### src/rtl/ledCmdPkg.sv
package ledCmdPkg;
  localparam int MEM_AW = 7;

  localparam logic [3:0] NIB_DISP_PTR = 4'h0;
  localparam logic [3:0] NIB_SYS      = 4'h2;
  localparam logic [3:0] NIB_KEY_PTR  = 4'h4;
  localparam logic [3:0] NIB_FLAG     = 4'h6;
  localparam logic [3:0] NIB_DISP_SET = 4'h8;
  localparam logic [3:0] NIB_PIN      = 4'hA;
  localparam logic [3:0] NIB_DIM      = 4'hE;

  localparam logic [MEM_AW-1:0] KEY_BASE  = 7'h40;
  localparam logic [MEM_AW-1:0] FLAG_ADDR = 7'h60;

  typedef enum logic [1:0] {REG_DISP, REG_KEY, REG_FLAG} ptrRegionT;

  typedef enum logic [2:0] {
    ST_IDLE, ST_RX_ADDR, ST_ACK_ADDR, ST_RX_DATA, ST_ACK_DATA, ST_TX_DATA, ST_TX_ACK
  } busStateT;

  // strobes from the bus control to the datapath, each one cycle wide
  typedef struct packed {
    logic sampleBit;  // shift filtered SDA into the receive byte
    logic cmdByte;    // first byte of a write transfer is complete
    logic dataByte;   // a later byte of a write transfer is complete
    logic fetch;      // request read data at the current pointer
    logic loadTx;     // load the transmit byte from read data
    logic shiftTx;    // move to the next transmit bit
    logic advanceRd;  // master acknowledged a read byte
  } busStrobeT;
endpackage

### src/rtl/ledCmdLineFilter.sv
module ledCmdLineFilter #(
  parameter int FILT_LEN = 3
) (
  input  logic clk,
  input  logic rstN,
  input  logic rawIn,
  output logic cleanOut
);
  localparam int CW = $clog2(FILT_LEN + 1);

  logic [1:0]    syncQ;
  logic [CW-1:0] holdCnt;

  // two-flop synchroniser, then the output follows only a level held FILT_LEN cycles
  always_ff @(posedge clk or negedge rstN) begin
    if (!rstN) begin
      syncQ    <= 2'b11;
      cleanOut <= 1'b1;
      holdCnt  <= '0;
    end else begin
      syncQ <= {syncQ[0], rawIn};
      if (syncQ[1] == cleanOut) begin
        holdCnt <= '0;
      end else if (holdCnt == CW'(FILT_LEN - 1)) begin
        cleanOut <= syncQ[1];
        holdCnt  <= '0;
      end else begin
        holdCnt <= holdCnt + 1'b1;
      end
    end
  end
endmodule

### src/rtl/ledCmdCtrl.sv
module ledCmdCtrl
  import ledCmdPkg::*;
(
  input  logic      clk,
  input  logic      rstN,
  input  logic      sclF,
  input  logic      sdaF,
  input  logic      addrHit,
  input  logic      rwBit,
  input  logic      txBit,
  output busStrobeT strobes,
  output logic      sdaOeLow
);
  logic     sclQ, sdaQ;
  busStateT state;
  logic [3:0] bitCnt;
  logic     firstByte, gotAck, pendFetch;
  logic     sclRise, sclFall, startSeen, stopSeen;

  assign sclRise   = sclF & ~sclQ;
  assign sclFall   = ~sclF & sclQ;
  assign startSeen = sclF & sclQ & sdaQ & ~sdaF;
  assign stopSeen  = sclF & sclQ & ~sdaQ & sdaF;

  always_comb begin
    strobes       = '0;
    strobes.fetch = pendFetch;
    if (!startSeen && !stopSeen) begin
      case (state)
        ST_RX_ADDR: begin
          if (sclRise && bitCnt < 4'd8) strobes.sampleBit = 1'b1;
          if (sclFall && bitCnt == 4'd8 && addrHit && rwBit) strobes.fetch = 1'b1;
        end
        ST_RX_DATA: begin
          if (sclRise && bitCnt < 4'd8) strobes.sampleBit = 1'b1;
          if (sclFall && bitCnt == 4'd8) begin
            strobes.cmdByte  = firstByte;
            strobes.dataByte = ~firstByte;
          end
        end
        ST_ACK_ADDR: if (sclFall && rwBit) strobes.loadTx = 1'b1;
        ST_TX_DATA:  if (sclFall && bitCnt != 4'd7) strobes.shiftTx = 1'b1;
        ST_TX_ACK: begin
          if (sclRise && !sdaF) strobes.advanceRd = 1'b1;
          if (sclFall && gotAck) strobes.loadTx = 1'b1;
        end
        default: ;
      endcase
    end
  end

  always_comb begin
    case (state)
      ST_ACK_ADDR, ST_ACK_DATA: sdaOeLow = 1'b1;
      ST_TX_DATA:               sdaOeLow = ~txBit;
      default:                  sdaOeLow = 1'b0;
    endcase
  end

  always_ff @(posedge clk or negedge rstN) begin
    if (!rstN) begin
      sclQ      <= 1'b1;
      sdaQ      <= 1'b1;
      state     <= ST_IDLE;
      bitCnt    <= '0;
      firstByte <= 1'b0;
      gotAck    <= 1'b0;
      pendFetch <= 1'b0;
    end else begin
      sclQ      <= sclF;
      sdaQ      <= sdaF;
      pendFetch <= strobes.advanceRd;
      if (startSeen) begin
        state  <= ST_RX_ADDR;
        bitCnt <= '0;
      end else if (stopSeen) begin
        state <= ST_IDLE;
      end else begin
        case (state)
          ST_RX_ADDR: begin
            if (sclRise) bitCnt <= bitCnt + 4'd1;
            else if (sclFall && bitCnt == 4'd8) begin
              bitCnt <= '0;
              state  <= addrHit ? ST_ACK_ADDR : ST_IDLE;
            end
          end
          ST_ACK_ADDR: begin
            if (sclFall) begin
              bitCnt <= '0;
              if (rwBit) begin
                state <= ST_TX_DATA;
              end else begin
                state     <= ST_RX_DATA;
                firstByte <= 1'b1;
              end
            end
          end
          ST_RX_DATA: begin
            if (sclRise) bitCnt <= bitCnt + 4'd1;
            else if (sclFall && bitCnt == 4'd8) begin
              bitCnt <= '0;
              state  <= ST_ACK_DATA;
            end
          end
          ST_ACK_DATA: begin
            if (sclFall) begin
              state     <= ST_RX_DATA;
              firstByte <= 1'b0;
            end
          end
          ST_TX_DATA: begin
            if (sclFall) begin
              if (bitCnt == 4'd7) begin
                state  <= ST_TX_ACK;
                bitCnt <= '0;
              end else begin
                bitCnt <= bitCnt + 4'd1;
              end
            end
          end
          ST_TX_ACK: begin
            if (sclRise) gotAck <= ~sdaF;
            else if (sclFall) begin
              bitCnt <= '0;
              state  <= gotAck ? ST_TX_DATA : ST_IDLE;
            end
          end
          default: ;
        endcase
      end
    end
  end
endmodule

### src/rtl/ledCmdDatapath.sv
module ledCmdDatapath
  import ledCmdPkg::*;
#(
  parameter logic [3:0] ADDR_PREFIX = 4'b1110,
  parameter int         KEY_SLOTS   = 6
) (
  input  logic              clk,
  input  logic              rstN,
  input  logic              sdaF,
  input  logic [2:0]        strapAddr,
  input  busStrobeT         strobes,
  output logic              addrHit,
  output logic              rwBit,
  output logic              txBit,
  output logic [MEM_AW-1:0] memAddr,
  output logic              memWrEn,
  output logic [7:0]        memWrData,
  output logic              memRdEn,
  input  logic [7:0]        memRdData,
  output logic              oscOn,
  output logic              dispOn,
  output logic [1:0]        blinkRate,
  output logic              pinIntMode,
  output logic              intActHigh,
  output logic [3:0]        dimCode
);
  localparam logic [2:0] KEY_END = 3'(KEY_SLOTS - 1);

  logic [7:0] rxByte, txByte;
  ptrRegionT  region;
  logic [3:0] offset;
  logic [3:0] cmdNib;

  assign cmdNib  = rxByte[7:4];
  assign addrHit = (rxByte[7:1] == {ADDR_PREFIX, strapAddr});
  assign rwBit   = rxByte[0];
  assign txBit   = txByte[7];

  function automatic logic [3:0] nextOffset(input ptrRegionT r, input logic [3:0] o);
    case (r)
      REG_DISP: nextOffset = o + 4'd1;
      REG_KEY:  nextOffset = (o[2:0] == KEY_END) ? 4'd0 : o + 4'd1;
      default:  nextOffset = o;
    endcase
  endfunction

  always_comb begin
    case (region)
      REG_DISP: memAddr = {3'b000, offset};
      REG_KEY:  memAddr = KEY_BASE | {4'b0000, offset[2:0]};
      default:  memAddr = FLAG_ADDR;
    endcase
  end

  assign memWrEn   = strobes.dataByte & oscOn & (region == REG_DISP);
  assign memWrData = rxByte;
  assign memRdEn   = strobes.fetch;

  always_ff @(posedge clk or negedge rstN) begin
    if (!rstN) begin
      rxByte     <= '0;
      txByte     <= '0;
      region     <= REG_DISP;
      offset     <= '0;
      oscOn      <= 1'b0;
      dispOn     <= 1'b0;
      blinkRate  <= 2'b00;
      pinIntMode <= 1'b0;
      intActHigh <= 1'b0;
      dimCode    <= 4'hF;
    end else begin
      if (strobes.sampleBit) rxByte <= {rxByte[6:0], sdaF};
      if (strobes.loadTx)       txByte <= memRdData;
      else if (strobes.shiftTx) txByte <= {txByte[6:0], 1'b0};

      // standby filter: only the oscillator command passes while oscOn is low
      if (strobes.cmdByte && (oscOn || cmdNib == NIB_SYS)) begin
        case (cmdNib)
          NIB_DISP_PTR: begin
            region <= REG_DISP;
            offset <= rxByte[3:0];
          end
          NIB_SYS: oscOn <= rxByte[0];
          NIB_KEY_PTR: begin
            if (!rxByte[3] && rxByte[2:0] <= KEY_END) begin
              region <= REG_KEY;
              offset <= {1'b0, rxByte[2:0]};
            end
          end
          NIB_FLAG: begin
            if (rxByte[3:0] == 4'h0) begin
              region <= REG_FLAG;
              offset <= '0;
            end
          end
          NIB_DISP_SET: begin
            dispOn    <= rxByte[0];
            blinkRate <= rxByte[2:1];
          end
          NIB_PIN: begin
            pinIntMode <= rxByte[0];
            intActHigh <= rxByte[1];
          end
          NIB_DIM: dimCode <= rxByte[3:0];
          default: ;
        endcase
      end

      if ((strobes.dataByte && oscOn) || strobes.advanceRd)
        offset <= nextOffset(region, offset);
    end
  end
endmodule

### src/rtl/ledCmdSlave.sv
module ledCmdSlave
  import ledCmdPkg::*;
#(
  parameter logic [3:0] ADDR_PREFIX = 4'b1110,
  parameter int         FILT_LEN    = 3,
  parameter int         KEY_SLOTS   = 6
) (
  input  logic        clk,
  input  logic        rstN,
  input  logic        sclIn,
  input  logic        sdaIn,
  input  logic [2:0]  strapAddr,
  output logic        sdaOeLow,
  output logic [6:0]  memAddr,
  output logic        memWrEn,
  output logic [7:0]  memWrData,
  output logic        memRdEn,
  input  logic [7:0]  memRdData,
  output logic        oscOn,
  output logic        dispOn,
  output logic [1:0]  blinkRate,
  output logic        pinIntMode,
  output logic        intActHigh,
  output logic [3:0]  dimCode
);
  localparam int LINES = 2;

  logic [LINES-1:0] rawLines, cleanLines;
  busStrobeT        strobes;
  logic             addrHit, rwBit, txBit;

  assign rawLines = {sdaIn, sclIn};

  generate
    for (genvar g = 0; g < LINES; g++) begin : g_line
      ledCmdLineFilter #(.FILT_LEN(FILT_LEN)) i_filt (
        .clk      (clk),
        .rstN     (rstN),
        .rawIn    (rawLines[g]),
        .cleanOut (cleanLines[g])
      );
    end
  endgenerate

  ledCmdCtrl i_ctrl (
    .clk      (clk),
    .rstN     (rstN),
    .sclF     (cleanLines[0]),
    .sdaF     (cleanLines[1]),
    .addrHit  (addrHit),
    .rwBit    (rwBit),
    .txBit    (txBit),
    .strobes  (strobes),
    .sdaOeLow (sdaOeLow)
  );

  ledCmdDatapath #(.ADDR_PREFIX(ADDR_PREFIX), .KEY_SLOTS(KEY_SLOTS)) i_dp (
    .clk        (clk),
    .rstN       (rstN),
    .sdaF       (cleanLines[1]),
    .strapAddr  (strapAddr),
    .strobes    (strobes),
    .addrHit    (addrHit),
    .rwBit      (rwBit),
    .txBit      (txBit),
    .memAddr    (memAddr),
    .memWrEn    (memWrEn),
    .memWrData  (memWrData),
    .memRdEn    (memRdEn),
    .memRdData  (memRdData),
    .oscOn      (oscOn),
    .dispOn     (dispOn),
    .blinkRate  (blinkRate),
    .pinIntMode (pinIntMode),
    .intActHigh (intActHigh),
    .dimCode    (dimCode)
  );
endmodule

### config.mk
export PLATFORM = sky130hd
export DESIGN_NAME = ledCmdSlave
export DESIGN_NICKNAME = d
export VERILOG_FILES = /design/src/rtl/ledCmdPkg.sv /design/src/rtl/ledCmdLineFilter.sv /design/src/rtl/ledCmdCtrl.sv /design/src/rtl/ledCmdDatapath.sv /design/src/rtl/ledCmdSlave.sv
export SDC_FILE = /design/constraint.sdc
export NUM_CORES = 1
export LEC_CHECK = 0
export ABC_AREA = 1
export BUFFER_PORTS_ARGS = -buffer_cell sky130_fd_sc_hd__clkbuf_2
export CORE_ASPECT_RATIO = 1.75
export CORE_MARGIN = 10
export CORE_UTILIZATION = 53
export DETAILED_ROUTE_END_ITERATION = 8
export GPL_ROUTABILITY_DRIVEN = 0
export PLACE_DENSITY = 0.83
export SETUP_SLACK_MARGIN = 0.1
export SYNTH_ARGS = -nofsm -noshare
export SYNTH_HDL_FRONTEND = slang
export SYNTH_SLANG_ARGS = --single-unit
### constraint.sdc
create_clock -name clk -period 2.4 [get_ports clk]
set_clock_uncertainty 0.1 [all_clocks]
set_input_delay 0.48 -clock clk [delete_from_list [all_inputs] [get_ports clk]]
set_output_delay 0.48 -clock clk [all_outputs]
set_load 0.1 [all_outputs]
-- Word-level counts from Yosys, hierarchy flattened
Index checks and enable logic that the tools add are counted.
- flip-flop bits (word level): 54
- output and inout bits: 28
- word-level logic and storage cells: 195
- $add $sub $neg: 4
- magnitude comparators: 2
- eq/ne operators: 44
- muxes and demuxes: 61
- bitwise logic cells: 19
- reduce and logical (&&, ||, !) cells: 42
- operator list (kind ; count):
    $mux W4 ; 13
    $mux W3 ; 14
    $ne A4 B1 Y1 const B ; 8
    $mux W2 ; 9
    $pmux W3 S6 ; 1
    $eq A4 B4 Y1 const B ; 4
    $mux W8 ; 2
    $pmux W4 S4 ; 1
    $pmux W7 S2 ; 1
    $mux W1 ; 13
    $eq A3 B3 Y1 const B ; 4
    $eq A4 B3 Y1 const B ; 3
    $logic_and A1 B1 Y1 ; 12
    $ne A4 B4 Y1 const B ; 3
    $pmux W4 S3 ; 1
    $reduce_and A2 Y1 ; 6
    $reduce_and A11 Y1 ; 1
    $ne A2 B1 Y1 const B ; 5
    $not A1 Y1 ; 10
    $reduce_and A5 Y1 ; 2
    $and A1 B1 Y1 ; 9
    $ne A3 B1 Y1 const B ; 3
    $add A4 B1 Y4 const B ; 2
    $logic_not A4 Y1 ; 2
    29 further kinds ; 43

-- Logic depth before layout (Yosys ltp)
Gate-level depths: netlist of run 1.
- word-level depth: 12
- gate-level depth with buffers: 10
- mapped depth without buffers: 10

-- By module
A second synthesis of run 1 with hierarchy kept.
- cells, all modules: 405
- area, all modules: 2987.9 um^2
- by module, submodules not included (module ; times used ; cells an instance ; area each (um^2) ; seq. area each (um^2)):
    ledCmdDatapath ; 1 ; 207 ; 1660.3 ; 805.8
    ledCmdCtrl ; 1 ; 156 ; 947.2 ; 302.8
    ledCmdLineFilter ; 2 ; 21 ; 190.2 ; 128.9

-- Worst setup path before layout of run 1
No wires, ideal clock.
- kind: register -> output
- start point: reg i_dp.rxByte[5] (netlist: i_dp.memWrData[5])
- end point: out memRdEn
- arrival time: 3.000 ns
- setup slack: -1.180 ns
- stages on the path, launching flop included: 7
- path buffers: 0
- cell sequence: dfrtp_1 > inv_2 > nor2_2 > nand3_1 > nor2_1 > nand2_1 > o21bai_1
- cells in the longest elaborated chain, start to end: 6
- ends and longest elaborated chain (element ; RTL line ; text):
    start: declaration ; ledCmdDatapath.sv:29 ; logic [7:0] rxByte, txByte;
    start signal: assignment ; ledCmdDatapath.sv:72 ; if (strobes.sampleBit) rxByte <= {rxByte[6:0], sdaF};
    $eq A7 B7 Y1 ; ledCmdDatapath.sv:35 ; assign addrHit = (rxByte[7:1] == {ADDR_PREFIX, strapAddr});
    $logic_and A1 B1 Y1 (2 in a row) ; ledCmdCtrl.sv:32 ; if (sclFall && bitCnt == 4'd8 && addrHit && rwBit) strobes.fetch = 1'b1;
    $mux W1 ; ledCmdCtrl.sv:32 ;
    $mux W1 ; ledCmdCtrl.sv:29 ; case (state)
    $mux W7 ; ledCmdCtrl.sv:28 ; if (!startSeen && !stopSeen) begin
    end: declaration ; ledCmdSlave.sv:17 ; output logic memRdEn,
No other way between the ends.

-- Final worst setup path of run 1
- start point: reg i_dp.rxByte[4] (netlist: i_dp.memWrData[4])
- end point: out memRdEn
The elaborated chain is that of the path after synthesis.

==> qor.log, run 1 <==
INFO  synth          synth.net_count=378
INFO  cts            holdBufCountCts=0
INFO  cts            clock_sink_count=54
INFO  drt            detail_route.first_pass.iterations=4
INFO  synth          synthTopCellsByArea=dfrtp_1, nand2_1, dfstp_2
INFO  setup_path     critical_path.endpoint_type=output pin
INFO  sta            rsz0062_at_grt=true
INFO  final_layout   layout.filler_cells=414
INFO  placed_design  preCtsSetupSlack=0.294ns
INFO  synth          seq_area_frac_synth=48.1%
INFO  synth          syn_inst=359
INFO  grt            grt_first_pass_wirelength=11,700µm
INFO  power          cellPowerDensity=916nW/µm²
INFO  final_layout   final_cell_count_no_fill=469
INFO  power          post_layout_total_power=3.14mW
INFO  floorplan      effective_utilization_at_floorplan=54.0%
INFO  placed_design  buffer_ports.inserted=41
INFO  cts            tritoncts.num_buffers=5
INFO  floorplan      die_area=8800µm²
INFO  sta            number_of_max_slew_violations_in_the_final_report=0
INFO  placed_design  detailed_place.area=3180µm²
INFO  floorplan      die_y=117µm
INFO  drt            drt_iter0_markers=198
INFO  setup_path     r2r.worst_path.cells=11
INFO  setup_path     worstReg2RegEnd=i_dp.dispOn$_DFFE_PN0P_
INFO  cts            clock_network_latency_to_the_later_pin_of_the_worst_skew_pair=0.32ns
INFO  final_layout   area.growth.synth_to_final=20.8%
INFO  power          standby_leakage_power=1.70nW
INFO  final_layout   layout_commonest_cell=nand2_1
INFO  placed_design  detailed_place_hpwl=5440µm
INFO  setup_path     arrival=1.69ns
INFO  synth          area_fraction_of_the_dominant_cell_type_after_synthesis=37.0%
INFO  sta            fin_hold_ws=0.0530ns
INFO  synth          post_synth_num_cell_types=31
INFO  setup_path     start_kind=register
INFO  grt            grt.overflow.total=0
INFO  drt            drt-wirelength-per-cell=15.2µm
INFO  cts            cts_root_buffer=clkbuf_8
INFO  drt            detail_route.vias_per_cell=5.53
INFO  placed_design  placed_cells_incl_taps=453
INFO  final_layout   antenna_cells_inserted=0
INFO  floorplan      core-area=5260µm²
INFO  drt            ant_nets=0
INFO  synth          postSynthAreaPerCell=7.91µm²
INFO  synth          yosys.area.top_type=dfrtp_1
INFO  power          ir_drop=0.000715V
INFO  sta            timing.final.crit_period=2.27ns
INFO  cts            htree_num_levels=2
INFO  sta            worst_slew_margin_rel=59.1%
INFO  drt            num_vias=2,593
INFO  floorplan      rows=35
INFO  sta            hold_violations=0
INFO  cts            cts.clk_slew.worst_paths=0.10ns
INFO  sta            worst_pin_slew=0.614ns
INFO  drt            routed_wl=7140µm
INFO  final_layout   final_net_count=432
INFO  final_layout   mostFrequentLayoutCells=nand2_1, nand3_1, dfrtp_1, clkbuf_2, inv_1
INFO  synth          synth-warning-count=0
INFO  sta            timing.final.ws_setup=0.128ns
INFO  sta            setup_viol_count_final=0
INFO  sta            achievable-frequency=440MHz
INFO  grt            antenna_found_initial=0
INFO  final_layout   cell_area_after_layout=3430µm²
INFO  run            max_cap_viol_count=0
INFO  setup_path     r2r_slack=0.50ns
INFO  status         status=complete, no violations
INFO  final_layout   final_util=65.3%
INFO  sta            period_share=94.7%
INFO  synth          syn_area=2840µm²
INFO  setup_path     setup.worst_path.class=register to output pin
INFO  grt            first_global_vias=2,582
INFO  setup_path     required=1.82ns
INFO  floorplan      die_width=75.3µm
INFO  sta            fin_tns_setup=0ns
INFO  final_layout   drive_gt1_share=28.0%
INFO  worst_hold_path hold_class=input pin to async pin
INFO  cts            cts_tree=built
INFO  synth          ys_seq_elements=54
INFO  grt            grt_start_max_net_pins=31
INFO  cts            maximum_number_of_buffers_from_clock_root_to_sink=2
INFO  setup_path     r2r_start=i_ctrl.bitCnt[0]$_DFFE_PN0P_
INFO  setup_path     cp_max_fo=6
INFO  drt            drcViolationCount=0
INFO  grt            track_usage=17.0%
INFO  floorplan      design.portCount=43
registers in the layout, summed over array words and instances (netlist names):
name                    count
i_dp.offset                 4
i_dp.oscOn                  1
i_dp.memWrData              8
i_ctrl.pendFetch            1
i_dp.dispOn                 1
i_dp.txByte                 8
i_ctrl.bitCnt               4
g_line.i_filt.cleanOut      2
i_dp.blinkRate              2
i_ctrl.state                3
i_ctrl.gotAck               1
i_ctrl.firstByte            1
g_line.i_filt.syncQ         4
i_dp.intActHigh             1
i_ctrl.sdaQ                 1
i_dp.dimCode                4
i_ctrl.sclQ                 1
i_dp.region                 2
g_line.i_filt.holdCnt       4
i_dp.pinIntMode             1
layer usage:
| layer | GRT usage, % | share of wire, % | up-vias | wire [µm] |
|---|---|---|---|---|
| met3 | 3.88 | 6.0 | 24 | 428 |
| met5 | 0 | 0 | - | 0 |
| met1 | 17.3 | 37 | 1214 | 2620 |
| li1 | - | - | 1267 | - |
| met4 | 9.34 | 4.0 | 0 | 286 |
| met2 | 30.7 | 53 | 88 | 3810 |
synthesized netlist by cell type (all sizes together):
cell type  instances
nand2             98
nand3             46
dfrtp             42
inv               42
nor2              41
o21ai             27
a21oi             19
dfstp             12
nor3               5
ha                 4
nand4              4
xnor2              4
xor2               4
buf                3
o21bai             2
clkbuf             1
conb               1
nand3b             1
o211ai             1
o22ai              1
or2                1
logic make-up (layout without fill, tap and decap cells):
family | after synthesis | in the layout | synth area share, %
other | 1 | 1 | 0.132
AOI/OAI and AO/OA | 50 | 50 | 9.25
DFF | 54 | 54 | 48.1
and+or+nand+nor | 196 | 196 | 31.9
buffers and inverters | 46 | 101 | 6.39
xor gates and xnor gates | 8 | 8 | 2.47
adders and majority gates | 4 | 4 | 1.76
what timing repair did:
action,4_1_cts,5_1_grt
setup endpoints to repair,2,3
resized for setup,3,15
pin swaps,4,5
setup buffers,3,5
final cells by class:
cell class / instances / area, µm² / share of cell area (%)
multi-input combinational: 259 / 1390 / 40.5
sequential: 54 / 1370 / 39.9
timing repair buffer: 51 / 329 / 9.59
inverter: 42 / 158 / 4.59
clock buffer: 5 / 68.8 / 2.01
tap: 55 / 68.8 / 2.01
clock inverter: 3 / 47.5 / 1.39
worst max-delay path: stages, from the launching register on:
cell,delay (ns)
dfrtp_2,0.47
nor2_4,0.15
nand3_2,0.13
nor2_4,0.15
nand2_1,0.11
o21bai_4,0.18
buf_12,0.19
power by group:
group          switching (mW)  total [mW]  internal (mW)
sequential              0.207        1.34           1.13
clock                   0.316       0.635          0.318
combinational           0.874        1.18          0.301
worst max-delay path by stage:
| stage | startpoint | depth (start not counted) | to |
|---|---|---|---|
| floorplan | i_dp.memWrData[5]$_DFFE_PN0P_ | 6 | memRdEn |
| global placement | i_ctrl.bitCnt[0]$_DFFE_PN0P_ | 7 | memWrEn |
| detailed placement | i_ctrl.bitCnt[0]$_DFFE_PN0P_ | 7 | memWrEn |
| CTS | i_ctrl.bitCnt[0]$_DFFE_PN0P_ | 7 | memRdEn |
| global route | i_ctrl.bitCnt[1]$_DFFE_PN0P_ | 7 | memRdEn |
| finish | i_dp.memWrData[4]$_DFFE_PN0P_ | 6 | memRdEn |
(Power assumes the default switching activity.)
==> inputs of run 2 (changes only) <==
--- a/config.mk
+++ b/config.mk
@@ -7,12 +7,14 @@
 export LEC_CHECK = 0
 export ABC_AREA = 1
 export BUFFER_PORTS_ARGS = -buffer_cell sky130_fd_sc_hd__clkbuf_2
+export CELL_PAD_IN_SITES_DETAIL_PLACEMENT = 1
+export CELL_PAD_IN_SITES_GLOBAL_PLACEMENT = 1
 export CORE_ASPECT_RATIO = 1.75
 export CORE_MARGIN = 10
-export CORE_UTILIZATION = 53
+export CORE_UTILIZATION = 45
 export DETAILED_ROUTE_END_ITERATION = 8
 export GPL_ROUTABILITY_DRIVEN = 0
-export PLACE_DENSITY = 0.83
+export PLACE_DENSITY = 0.93
 export SETUP_SLACK_MARGIN = 0.1
 export SYNTH_ARGS = -nofsm -noshare
 export SYNTH_HDL_FRONTEND = slang
==> run 2 against run 1 <==
  * Utilization fell by 7.2 points
  * Critical path depth increased by 1
  * Register-to-register slack got worse by 0.34 ns
  * Worst hold slack lost 0.019 ns
  * Design area is 4.7% higher
  * Sequential power about the same
  * Total power increased by 3.4%
  * Critical endpoint unchanged
==> qor.log, run 2 (synthesis gave the netlist of run 1 again) <==
INFO  drt            ant_nets=0 [unchanged]
INFO  final_layout   antenna_cells_inserted=0 [unchanged]
INFO  power          seq_power_share=41.4% [-1.1 points]
INFO  cts            tritoncts.num_buffers=5 [unchanged]
INFO  placed_design  detailed_place_hpwl=6610µm [+21%]
INFO  cts            cts_root_buffer=clkbuf_8
INFO  cts            clock_sink_count=54 [unchanged]
INFO  setup_path     worstReg2RegEnd=i_ctrl.bitCnt[1]$_DFFE_PN0P_
INFO  final_layout   layout_commonest_cell=nand2_1
INFO  grt            grt_first_pass_wirelength=15,800µm [+35%]
INFO  grt            first_global_vias=3,101 [+20%]
INFO  grt            global_route.usage.met3=4.66% [+0.78 points]
INFO  setup_path     critical_path.endpoint_type=output pin
INFO  power          comb_power_share=39.5% [+2.1 points]
INFO  setup_path     r2r_start=i_ctrl.bitCnt[1]$_DFFE_PN0P_
INFO  sta            worst_pin_slew=0.565ns [-0.0487 ns]
INFO  setup_path     timing.critical_path.slowest_cell_delay=0.40ns [-0.07 ns]
INFO  drt            drt_iter0_markers=153 [-23%]
INFO  final_layout   final_net_count=450 [+4.2%]
INFO  power          share_clk_of_total_power=19.1% [-1.1 points]
INFO  grt            track_usage=20.2% [+3.2 points]
INFO  grt            groute.layer.met1.usage=17.9% [+0.55 points]
INFO  setup_path     setup.worst_path.class=register to output pin
INFO  drt            drt-wirelength-per-cell=19.8µm [+30%]
INFO  power          post_layout_total_power=3.25mW [+3.4%]
INFO  worst_hold_path hold_class=input pin to async pin
INFO  setup_path     r2r_slack=0.16ns [-0.34 ns]
INFO  final_layout   drive_gt1_share=30.8% [+2.8 points]
INFO  placed_design  placed_cells_incl_taps=479 [+5.7%]
INFO  setup_path     worst_path_max_delay_cell=dfrtp_1
INFO  power          ir_drop=0.000588V [-18%]
INFO  floorplan      die_area=10,000µm² [+14%]
INFO  cts            cts.clk_slew.worst_paths=0.09ns [about the same]
INFO  drt            detail_route.first_pass.iterations=4 [unchanged]
INFO  grt            grt_most_used_layer=met2
INFO  drt            routed_wl=10,100µm [+42%]
INFO  sta            number_of_max_slew_violations_in_the_final_report=0 [unchanged]
INFO  sta            worst_slew_margin_rel=62.3% [+3.2 points]
INFO  final_layout   final_util=58.1% [-7.2 points]
INFO  sta            fin_tns_setup=0ns [unchanged]
INFO  grt            groute.layer.met2.usage=37.4% [+6.7 points]
INFO  setup_path     cp_cell_sequence=inv_2 > ha_4 > nand3_4 > nor2_4 > nand4_1 > o21bai_4 > buf_12
INFO  floorplan      die_width=80.1µm [+6.3%]
INFO  cts            clock_network_latency_to_the_later_pin_of_the_worst_skew_pair=0.32ns [about the same]
INFO  drt            drcViolationCount=0 [unchanged]
INFO  drt            detail_route.vias_per_cell=5.49 [-0.70%]
INFO  final_layout   area.growth.synth_to_final=26.5%
INFO  cts            maximum_number_of_buffers_from_clock_root_to_sink=2 [unchanged]
INFO  floorplan      die_y=125µm [+7.1%]
INFO  power          standby_leakage_power=1.77nW [+4.3%]
INFO  sta            setup_viol_count_final=0 [unchanged]
INFO  grt            grt.overflow.total=0 [unchanged]
INFO  run            max_cap_viol_count=0 [unchanged]
INFO  cts            cts_tree=built
INFO  final_layout   mostFrequentLayoutCells=nand2_1, nand3_1, clkbuf_2, dfrtp_1, inv_1
INFO  floorplan      effective_utilization_at_floorplan=46.0% [-8.1 points]
INFO  sta            period_share=97.9% [+3.2 points]
INFO  grt            antenna_found_initial=0 [unchanged]
INFO  setup_path     arrival=1.77ns [+0.08 ns]
INFO  power          cellPowerDensity=905nW/µm² [-1.2%]
INFO  grt            grt_start_max_net_pins=35 [+13%]
INFO  floorplan      rows=38 [+8.6%]
INFO  sta            rsz0062_at_grt=true
INFO  setup_path     start_kind=register
INFO  status         status=complete, no violations
INFO  setup_path     cp_max_fo=4 [-2]
INFO  cts            htree_num_levels=2 [unchanged]
INFO  power          power_switching=1.49mW [+6.8%]
INFO  drt            num_vias=2,811 [+8.4%]
INFO  sta            timing.final.crit_period=2.35ns [+0.0768 ns]
INFO  power          internal-power=1.76mW [+0.61%]
INFO  setup_path     required=1.82ns [about the same]
INFO  sta            fin_hold_ws=0.0336ns [-0.0193 ns]
INFO  power          switching_part_of_the_total=45.9% [+1.5 points]
INFO  setup_path     r2r.worst_path.cells=14 [+3]
INFO  placed_design  buffer_ports.inserted=41 [unchanged]
INFO  final_layout   final_cell_count_no_fill=512 [+9.2%]
INFO  sta            achievable-frequency=426MHz [-3.3%]
INFO  floorplan      core-area=6180µm² [+18%]
INFO  floorplan      design.portCount=43 [unchanged]
INFO  sta            hold_violations=0 [unchanged]
## run 2: changes by cell type in the layout (fill, tap and decap cells not counted), sizes merged
cell,previous run,this run
inv,44,42
clkbuf,43,45
buf,13,31
## run 2: worst max-delay path: cells and delay by family, from the launching register on
family	cells	cell delay (ns)
flip-flops	1	0.40
AND/OR/NAND/NOR	3	0.38
adder cells (fa/ha/maj)	1	0.17
buffers and inverters	2	0.30
AO/OA/AOI/OAI	1	0.19
## run 2: power by group through the flow
stage,Clock [mW],Combinational (mW),Sequential (mW)
global route,0.654,1.40,1.37
CTS,0.629,1.22,1.34
finish,0.620,1.29,1.35
detailed placement,0,1.20,1.35
global placement,0,1.15,1.33
floorplan,0,0.695,1.50
## run 2: worst max-delay path by stage
stage / start / to / slack, ns / cells past startpoint
4_1_cts: i_ctrl.bitCnt[1]$_DFFE_PN0P_ / memRdEn / 0.04 / 7
3_3_place_gp: i_ctrl.bitCnt[0]$_DFFE_PN0P_ / memRdEn / 0.39 / 7
6_report: i_ctrl.bitCnt[1]$_DFFE_PN0P_ / memRdEn / 0.05 / 7
2_1_floorplan: i_dp.memWrData[5]$_DFFE_PN0P_ / memRdEn / -0.33 / 6
3_5_place_dp: i_ctrl.bitCnt[1]$_DFFE_PN0P_ / memRdEn / 0.29 / 7
5_1_grt: i_ctrl.bitCnt[1]$_DFFE_PN0P_ / memRdEn / -0.007 / 7
## run 2: metal layers
layer	part of all wire, %	wire, µm	vias up
met1	32	3260	1390
met5	0	0	-
li1	-	-	1296
met2	57	5740	80
met4	7.0	710	0
met3	4.0	407	45
## run 2: what timing repair did
action | CTS | global route
setup buffers | 18 | 9
endpoints found under the setup margin | 2 | 4
resized for setup | 9 | 11
pin swaps | 4 | 6
gates cloned | 0 | 0
hold buffers | 0 | 0
## run 2: layout make-up
type,count,area [µm²]
timing repair buffer,69,472
inverter,42,158
multi-input combinational,259,1380
fill,788,2590
clock buffer,7,76.3
sequential,54,1370
tap,80,100
clock inverter,1,30.0
## run 2: metrics by stage
step | instance area [µm²] | worst slack (ns)
floorplan | 2870 | -0.329
global placement | 3220 | 0.387
detailed placement | 3220 | 0.293
CTS | 3500 | 0.0353
global route | 3590 | -0.00665
finish | 3590 | 0.0512
